`src/rtl/fpst_pkg.sv`:
```
package fpst_pkg;

    localparam int CSR_AW  = 12;
    localparam int FLAG_W  = 5;
    localparam int RMODE_W = 3;
    localparam int CTL_W   = FLAG_W + RMODE_W;

    localparam logic [CSR_AW-1:0] ADDR_FLAGS = 12'h001;
    localparam logic [CSR_AW-1:0] ADDR_RMODE = 12'h002;
    localparam logic [CSR_AW-1:0] ADDR_FULL  = 12'h003;

    typedef struct packed {
        logic [RMODE_W-1:0] rmode;
        logic [FLAG_W-1:0]  flags;
    } fctl_t;

    typedef enum logic [1:0] {
        XS_OFF   = 2'b00,
        XS_INIT  = 2'b01,
        XS_CLEAN = 2'b10,
        XS_DIRTY = 2'b11
    } xstat_e;

    typedef enum logic [1:0] {
        VIEW_NONE,
        VIEW_FLAGS,
        VIEW_RMODE,
        VIEW_FULL
    } view_e;

    function automatic view_e decode_view(input logic [CSR_AW-1:0] a);
        view_e v;
        case (a)
            ADDR_FLAGS: v = VIEW_FLAGS;
            ADDR_RMODE: v = VIEW_RMODE;
            ADDR_FULL:  v = VIEW_FULL;
            default:    v = VIEW_NONE;
        endcase
        return v;
    endfunction

    function automatic logic [CTL_W-1:0] view_read(input view_e v, input fctl_t c);
        logic [CTL_W-1:0] r;
        r = '0;
        case (v)
            VIEW_FLAGS: r[FLAG_W-1:0]  = c.flags;
            VIEW_RMODE: r[RMODE_W-1:0] = c.rmode;
            VIEW_FULL:  r              = c;
            default:    r              = '0;
        endcase
        return r;
    endfunction

    function automatic fctl_t view_merge(input view_e v, input fctl_t c,
                                         input logic [CTL_W-1:0] w);
        fctl_t n;
        n = c;
        case (v)
            VIEW_FLAGS: n.flags = w[FLAG_W-1:0];
            VIEW_RMODE: n.rmode = w[RMODE_W-1:0];
            VIEW_FULL:  n       = fctl_t'(w);
            default:    n       = c;
        endcase
        return n;
    endfunction

endpackage

```
`src/rtl/fpst_regfile.sv`:
```
module fpst_regfile #(
    parameter int NREG  = 32,
    parameter int FLEN  = 64,
    parameter int NRD   = 2,
    localparam int IDX_W = $clog2(NREG)
) (
    input  logic                       clk,
    input  logic                       rst,
    input  logic                       we,
    input  logic [IDX_W-1:0]           widx,
    input  logic [FLEN-1:0]            wdata,
    input  logic [NRD-1:0][IDX_W-1:0]  ridx,
    output logic [NRD-1:0][FLEN-1:0]   rdata
);

    logic [FLEN-1:0] bank [NREG];

    for (genvar i = 0; i < NREG; i++) begin : g_reg
        always_ff @(posedge clk) begin
            if (rst) begin
                bank[i] <= '0;
            end else if (we && (widx == IDX_W'(i))) begin
                bank[i] <= wdata;
            end
        end
    end

    for (genvar p = 0; p < NRD; p++) begin : g_rd
        always_comb begin
            rdata[p] = bank[ridx[p]];
        end
    end

endmodule

```
`src/rtl/fpst_csr.sv`:
```
module fpst_csr
    import fpst_pkg::*;
#(
    parameter int XLEN = 64
) (
    input  logic              clk,
    input  logic              rst,
    input  logic [CSR_AW-1:0] addr,
    input  logic              we,
    input  logic [XLEN-1:0]   wdata,
    input  logic              acc_valid,
    input  logic [FLAG_W-1:0] acc_flags,
    output logic [XLEN-1:0]   rdata,
    output logic              hit,
    output logic              wr_fire,
    output logic [XLEN-1:0]   result
);

    localparam int PAD_W = XLEN - CTL_W;

    fctl_t ctl_q;
    fctl_t ctl_merged;
    fctl_t ctl_d;
    view_e view;
    logic  unused_wr_hi;

    assign unused_wr_hi = ^wdata[XLEN-1:CTL_W];

    always_comb begin
        view       = decode_view(addr);
        hit        = (view != VIEW_NONE);
        wr_fire    = we && hit;
        ctl_merged = wr_fire ? view_merge(view, ctl_q, wdata[CTL_W-1:0]) : ctl_q;
        ctl_d      = ctl_merged;
        if (acc_valid) begin
            ctl_d.flags = ctl_merged.flags | acc_flags;
        end
        rdata  = {{PAD_W{1'b0}}, view_read(view, ctl_q)};
        result = (wr_fire && (view == VIEW_FULL)) ? {{PAD_W{1'b0}}, ctl_d} : '0;
    end

    always_ff @(posedge clk) begin
        if (rst) begin
            ctl_q <= '0;
        end else begin
            ctl_q <= ctl_d;
        end
    end

endmodule

```
`src/rtl/fpst_dirty.sv`:
```
module fpst_dirty
    import fpst_pkg::*;
(
    input  logic       clk,
    input  logic       rst,
    input  logic       mark_rf,
    input  logic       mark_csr,
    input  logic       mark_acc,
    output logic       upd,
    output logic [1:0] fs,
    output logic       sd
);

    xstat_e fs_q;
    logic   sd_q;

    assign upd = mark_rf | mark_csr | mark_acc;
    assign fs  = fs_q;
    assign sd  = sd_q;

    always_ff @(posedge clk) begin
        if (rst) begin
            fs_q <= XS_OFF;
            sd_q <= 1'b0;
        end else if (upd) begin
            fs_q <= XS_DIRTY;
            sd_q <= 1'b1;
        end
    end

endmodule

```
`src/rtl/fp_state_unit.sv`:
```
module fp_state_unit
    import fpst_pkg::*;
#(
    parameter int NREG = 32,
    parameter int FLEN = 64,
    parameter int XLEN = 64,
    localparam int IDX_W = $clog2(NREG)
) (
    input  logic              clk,
    input  logic              rst,
    input  logic [IDX_W-1:0]  rf_ra_idx,
    output logic [FLEN-1:0]   rf_ra_data,
    input  logic [IDX_W-1:0]  rf_rb_idx,
    output logic [FLEN-1:0]   rf_rb_data,
    input  logic              rf_we,
    input  logic [IDX_W-1:0]  rf_wr_idx,
    input  logic [FLEN-1:0]   rf_wr_data,
    input  logic [CSR_AW-1:0] csr_addr,
    input  logic              csr_we,
    input  logic [XLEN-1:0]   csr_wdata,
    output logic [XLEN-1:0]   csr_rdata,
    output logic              csr_hit,
    output logic [XLEN-1:0]   csr_wr_result,
    input  logic              acc_valid,
    input  logic [FLAG_W-1:0] acc_flags,
    output logic              ctx_upd,
    output logic [1:0]        ctx_fs,
    output logic              ctx_sd
);

    localparam int NRD = 2;

    logic [NRD-1:0][IDX_W-1:0] rd_idx;
    logic [NRD-1:0][FLEN-1:0]  rd_data;
    logic                      csr_fire;

    assign rd_idx[0]  = rf_ra_idx;
    assign rd_idx[1]  = rf_rb_idx;
    assign rf_ra_data = rd_data[0];
    assign rf_rb_data = rd_data[1];

    fpst_regfile #(
        .NREG (NREG),
        .FLEN (FLEN),
        .NRD  (NRD)
    ) u_bank (
        .clk   (clk),
        .rst   (rst),
        .we    (rf_we),
        .widx  (rf_wr_idx),
        .wdata (rf_wr_data),
        .ridx  (rd_idx),
        .rdata (rd_data)
    );

    fpst_csr #(
        .XLEN (XLEN)
    ) u_ctl (
        .clk       (clk),
        .rst       (rst),
        .addr      (csr_addr),
        .we        (csr_we),
        .wdata     (csr_wdata),
        .acc_valid (acc_valid),
        .acc_flags (acc_flags),
        .rdata     (csr_rdata),
        .hit       (csr_hit),
        .wr_fire   (csr_fire),
        .result    (csr_wr_result)
    );

    fpst_dirty u_dirty (
        .clk      (clk),
        .rst      (rst),
        .mark_rf  (rf_we),
        .mark_csr (csr_fire),
        .mark_acc (acc_valid),
        .upd      (ctx_upd),
        .fs       (ctx_fs),
        .sd       (ctx_sd)
    );

endmodule

```
`config.mk`:
```
export PLATFORM = sky130hd
export DESIGN_NAME = fp_state_unit
export DESIGN_NICKNAME = d
export VERILOG_FILES = /design/src/rtl/fpst_pkg.sv /design/src/rtl/fpst_regfile.sv /design/src/rtl/fpst_csr.sv /design/src/rtl/fpst_dirty.sv /design/src/rtl/fp_state_unit.sv
export SDC_FILE = /design/constraint.sdc
export NUM_CORES = 2
export LEC_CHECK = 0
export ABC_AREA = 1
export BUFFER_PORTS_ARGS = -buffer_cell sky130_fd_sc_hd__buf_2
export CELL_PAD_IN_SITES_DETAIL_PLACEMENT = 1
export CELL_PAD_IN_SITES_GLOBAL_PLACEMENT = 2
export CORE_ASPECT_RATIO = 1.4
export CORE_MARGIN = 2
export CORE_UTILIZATION = 38
export DETAILED_ROUTE_END_ITERATION = 16
export PLACE_DENSITY = 0.8
export SETUP_SLACK_MARGIN = 0.4
export SKIP_CTS_REPAIR_TIMING = 1
export SYNTH_ARGS = -nofsm -noshare
export SYNTH_HDL_FRONTEND = slang
export SYNTH_SLANG_ARGS = --single-unit
```
`constraint.sdc`:
```
create_clock -name clk -period 8.4 [get_ports clk]
set_input_delay 0.84 -clock clk [delete_from_list [all_inputs] [get_ports clk]]
set_output_delay 0.84 -clock clk [all_outputs]
set_load 0.01 [all_outputs]
```
After elaboration in Yosys (flattened, before gate mapping)
Memories as Yosys holds them, arrays and structs flattened. Cells that the tools add are included.

Memories kept: 1. Flip-flop bits (word level): 10. Memory bits (writable): 2048. Word-level logic and storage cells: 253.

Memory list: u_bank.bank (words 32, bits a word 64, read ports 2, clocked after memory_dff 0, write ports 32, line fpst_regfile.sv:16) `logic [FLEN-1:0] bank [NREG];`.

Muxes and demuxes: 139. Bitwise gates (word level): 35. Eq/ne operators: 37. Reductions and logical operators: 37.

Operators by type and width (number): $mux 64 (32); $mux 1 (98); $eq 5x5->1 const B (16); $eq 5x4->1 const B (8); $logic_and 1x1->1 (34); $or 1x1->1 (34); $eq 12x2->1 const B (2); $eq 5x3->1 const B (4); $mux 8 (2); $eq 12x1->1 const B (1); $pmux 3 s2 (2); $eq 5x2->1 const B (2); $mux 5 (2); $pmux 2 s3 (1); $eq 5x1->1 const B (1); $logic_not 5->1 (1); $or 5x5->5 (1); $eq 2x2->1 const B (2); $mux 3 (1); $eq 2x1->1 const B (1); $mux 2 (1); $reduce_bool 2->1 (1); $reduce_or 2->1 (1).

Logic depth before layout (Yosys ltp)
Depth after elaboration: 9. Mapped depth: 12. Mapped depth without buffers: 9.

Cells and area by module
Synthesis repeated with hierarchy kept, for this count alone.

Cell total of the unflattened synthesis: 14052. Area, all modules: 113447.6 µm².

By module, submodules not included: fpst_regfile (seq. area each 61499.0 µm², cells each 13816, area an instance 111841.0 µm², instances 1); fpst_csr (seq. area each 160.2 µm², cells each 225, area an instance 1537.7 µm², instances 1); fpst_dirty (seq. area each 20.0 µm², cells each 11, area an instance 68.8 µm², instances 1).

Worst setup path before layout
No wires, ideal clock.

Path type: input -> register. From: input rf_we. To: memory u_bank.bank[0][0], enable pin. Setup slack: 1.958 ns. Data required time: 7.826 ns. Data arrival time: 5.868 ns. Stages: 5. Buffers on the path: 1. Path through: inv_1 > nor2_4 > buf_4 > inv_1 > o21ai_0.

RTL lines: from (decl) (line fp_state_unit.sv:15) `input logic rf_we,`; to (decl) (line fpst_regfile.sv:16).

Final worst setup path
From: input rf_ra_idx[1]. To: output rf_ra_data[11].

Cells in the longest elaborated chain, start to end: 1.

Ends and longest elaborated chain: from (decl) (line fp_state_unit.sv:11) `input logic [IDX_W-1:0] rf_ra_idx,`; $mem_v2 32x64; to (decl) (line fp_state_unit.sv:12) `output logic [FLEN-1:0] rf_ra_data,`.

Every way passes these cells.

==> impl_metrics.csv <==
group,metric,value,unit
run_status,status,"complete, no violations",
critical_path,critPathMaxFanout,74,
clock_network,cts_sinks,2057,
critical_path,cp_slowest_cell,"buf_4",
yosys,yosysTopAreaCell,"edfxtp_1",
drt,wl_per_cell,32.1,um
yosys,syn-instance-count,14100,
sta,rsz0062_at_grt,"no",
clock_network,cts_tree,"yes",
global_routing,grt_pass1_vias,114000,
yosys,netlist.area_leader.share,54.5,%
clock_network,path_clk_slew,0.06,ns
layout,final_cell_mix,"nand2_1, nand3_1, nor2_1",
sta,slew_headroom,7.74,%
clock_network,clk_latency,0.96,ns
placement,io_buffers,257,
layout,final_common_cell,"nand2_1",
floorplanning,core_area,295000,um2
yosys,synth_sequential_area_ratio,54.7,%
power_and_ir_drop,leakage,49.3,nW
clock_network,clockBufferDepth,4,
yosys,syn_avg_cell_area,8.01,um2
yosys,yosysUniqueCellTypes,20,
power_and_ir_drop,power_density,210,nW/um2
sta,skew,0,ns
floorplanning,die_w,465,um
sta,holdWs,0.165,ns
critical_path,slowest_delay,0.97,ns
drt,totalWireLength,565000,um
layout,final_layout_size_suffix_gt1_share,6.03,%
floorplanning,io_pins,426,
placement,gp_congestion,0.820,
critical_path,crit_buf_inv,4,
clock_network,cts-root-buf,"clkbuf_16",
clock_network,numCtsBuffers,228,
critical_path,worstSetupPathType,"primary input to output pin",
clock_network,htree_levels,4,
global_routing,grt.met2_usage,59.3,%
floorplanning,die-area,301000,um2
sta,drv_slew,0,
floorplanning,rows,236,
yosys,yosys_warnings,0,
layout,num-nets-final,13700,
hold_path,hp-class,"primary input to flip-flop",
drt,ant_nets,0,
yosys,synth_area_leaders,"edfxtp_1, nand3_1, nand2_1",
sta,max_freq,194,MHz
critical_path,critPathTopFamily,"buffers and inverters",
yosys,ys_seq_elements,2057,
power_and_ir_drop,ir_drop,0.000188,V
global_routing,grt_first_pass_wirelength,792000,um
critical_path,worst_ep_required_time,7.56,ns
critical_path,cp.arrival,4.32,ns
drt,drt_iter0_drc,14100,
sta,period_share,61.5,%
global_routing,grt_overflow,0,
global_routing,grt_max_degree,194,
critical_path,crit_top_cell,"nand3_1",
critical_path,crit_path_end_kind,"output pin",
floorplanning,die_y,649,um
drt,dr.pass1.iters,6,
global_routing,grtUsageMet3,5.98,%
sta,finalHoldViolations,0,
global_routing,grt_busiest_layer,"met2",
sta,setup_viol,0,
sta,fin_crit,5.16,ns
drt,drt-vias-per-instance,6.29,
global_routing,use_met1,44.0,%
run,max_cap_viol_count,0,
critical_path,path_cells,"buf_8 -> buf_4 -> buf_4 -> nand3_1 -> nand3_1 -> nand3_1 -> nand3_1 -> nand2_1 -> buf_2",
yosys,synth_area,113000,um2
global_routing,antenna_found_initial,34,
drt,drc,0,
floorplanning,start_util,38.2,%
sta,setup_tns,0,ns
global_routing,gr-usage-all-layers,36.1,%
sta,worstMarginPinSlew,1.38,ns
placement,hpwlAfterDp,283000,um
critical_path,critPathLaunchType,"primary input",
layout,area_growth,8.59,%
drt,vias,111000,
==> cell families after synthesis <==
group / Yosys count / synth area share [%]
AND/OR/NAND/NOR: 10500 / 39.1
other: 1 / 0.00332
flip-flops: 2057 / 54.7
buffers and inverters: 1497 / 6.13
AO/OA/AOI/OAI: 18 / 0.0798
==> metal layers <==
metal	share of wire, %	routed length, um
met4	6.8	38500
met1	37	208000
met2	47	265000
met3	9.5	53400
met5	0.025	139
==> report_power, final <==
part	leakage, nW	switching, W	internal [W]
Clock	3.36	0.00447	0.00543
Sequential	19.6	0.000322	0.0119
Combinational	26.4	0.00279	0.000831
==> cells in the mapped netlist <==
cell / number
edfxtp_1: 2048
conb_1: 1
nand2_1: 4760
nand3_1: 3645
buf_2: 621
clkbuf_1: 536
buf_1: 96
nand4_1: 7
dfxtp_1: 9
inv_2: 7
nor2_1: 2083
o21ai_0: 12
nand3_2: 17
buf_6: 5
buf_4: 128
inv_4: 1
inv_1: 103
a21oi_1: 6
nor2_2: 1
nor2_4: 1
==> cell type report <==
type / count / area [um2]
multi-input combinational: 10600 / 45300
clock inverter: 117 / 982
antenna: 14 / 35.0
clock buffer: 283 / 5930
fill: 35300 / 173000
inverter: 111 / 500
sequential: 2057 / 61700
timing repair buffer: 450 / 3230
tap: 3927 / 4910
==> metrics by stage <==
step	instance area [um2]	total power (W)	setup slack (ns)	instances	util (%)
3_3_place_gp	116000	0.0158	3.34	17200	39.1
6_report	123000	0.0257	3.24	17600	41.5
2_1_floorplan	113000	0.0144	1.96	14200	-
3_5_place_dp	116000	0.0159	3.31	17200	39.1
5_1_grt	123000	0.0263	3.28	17600	41.5
4_1_cts	123000	0.0257	3.40	17600	41.5
==> registers in the layout, summed over array words and instances, names as in the netlist <==
register and cells:
u_ctl.ctl_q 8, u_dirty.fs 1, u_bank.bank 2048
==> worst paths after layout <==
check	from	endpoint	slack, ns	cells after the start
worst max-delay path	rf_ra_idx[1]	rf_ra_data[11]	3.24	9
worst min-delay path	rst	u_ctl.ctl_q[7]	0.16	2
worst max register to register	u_ctl.ctl_q[6]	u_ctl.ctl_q[6]	7.69	2
worst min register to register	u_dirty.fs[0]	u_dirty.fs[0]	0.52	2
==> worst register-to-register path: cells and delay by family, from the launching register on <==
family / cells / cell delay [ns]
AND/OR/NAND/NOR: 1 / 0.11
flip-flops: 1 / 0.38
AO/OA/AOI/OAI: 1 / 0.15
No activity file was read; power rests on OpenSTA's default activity.
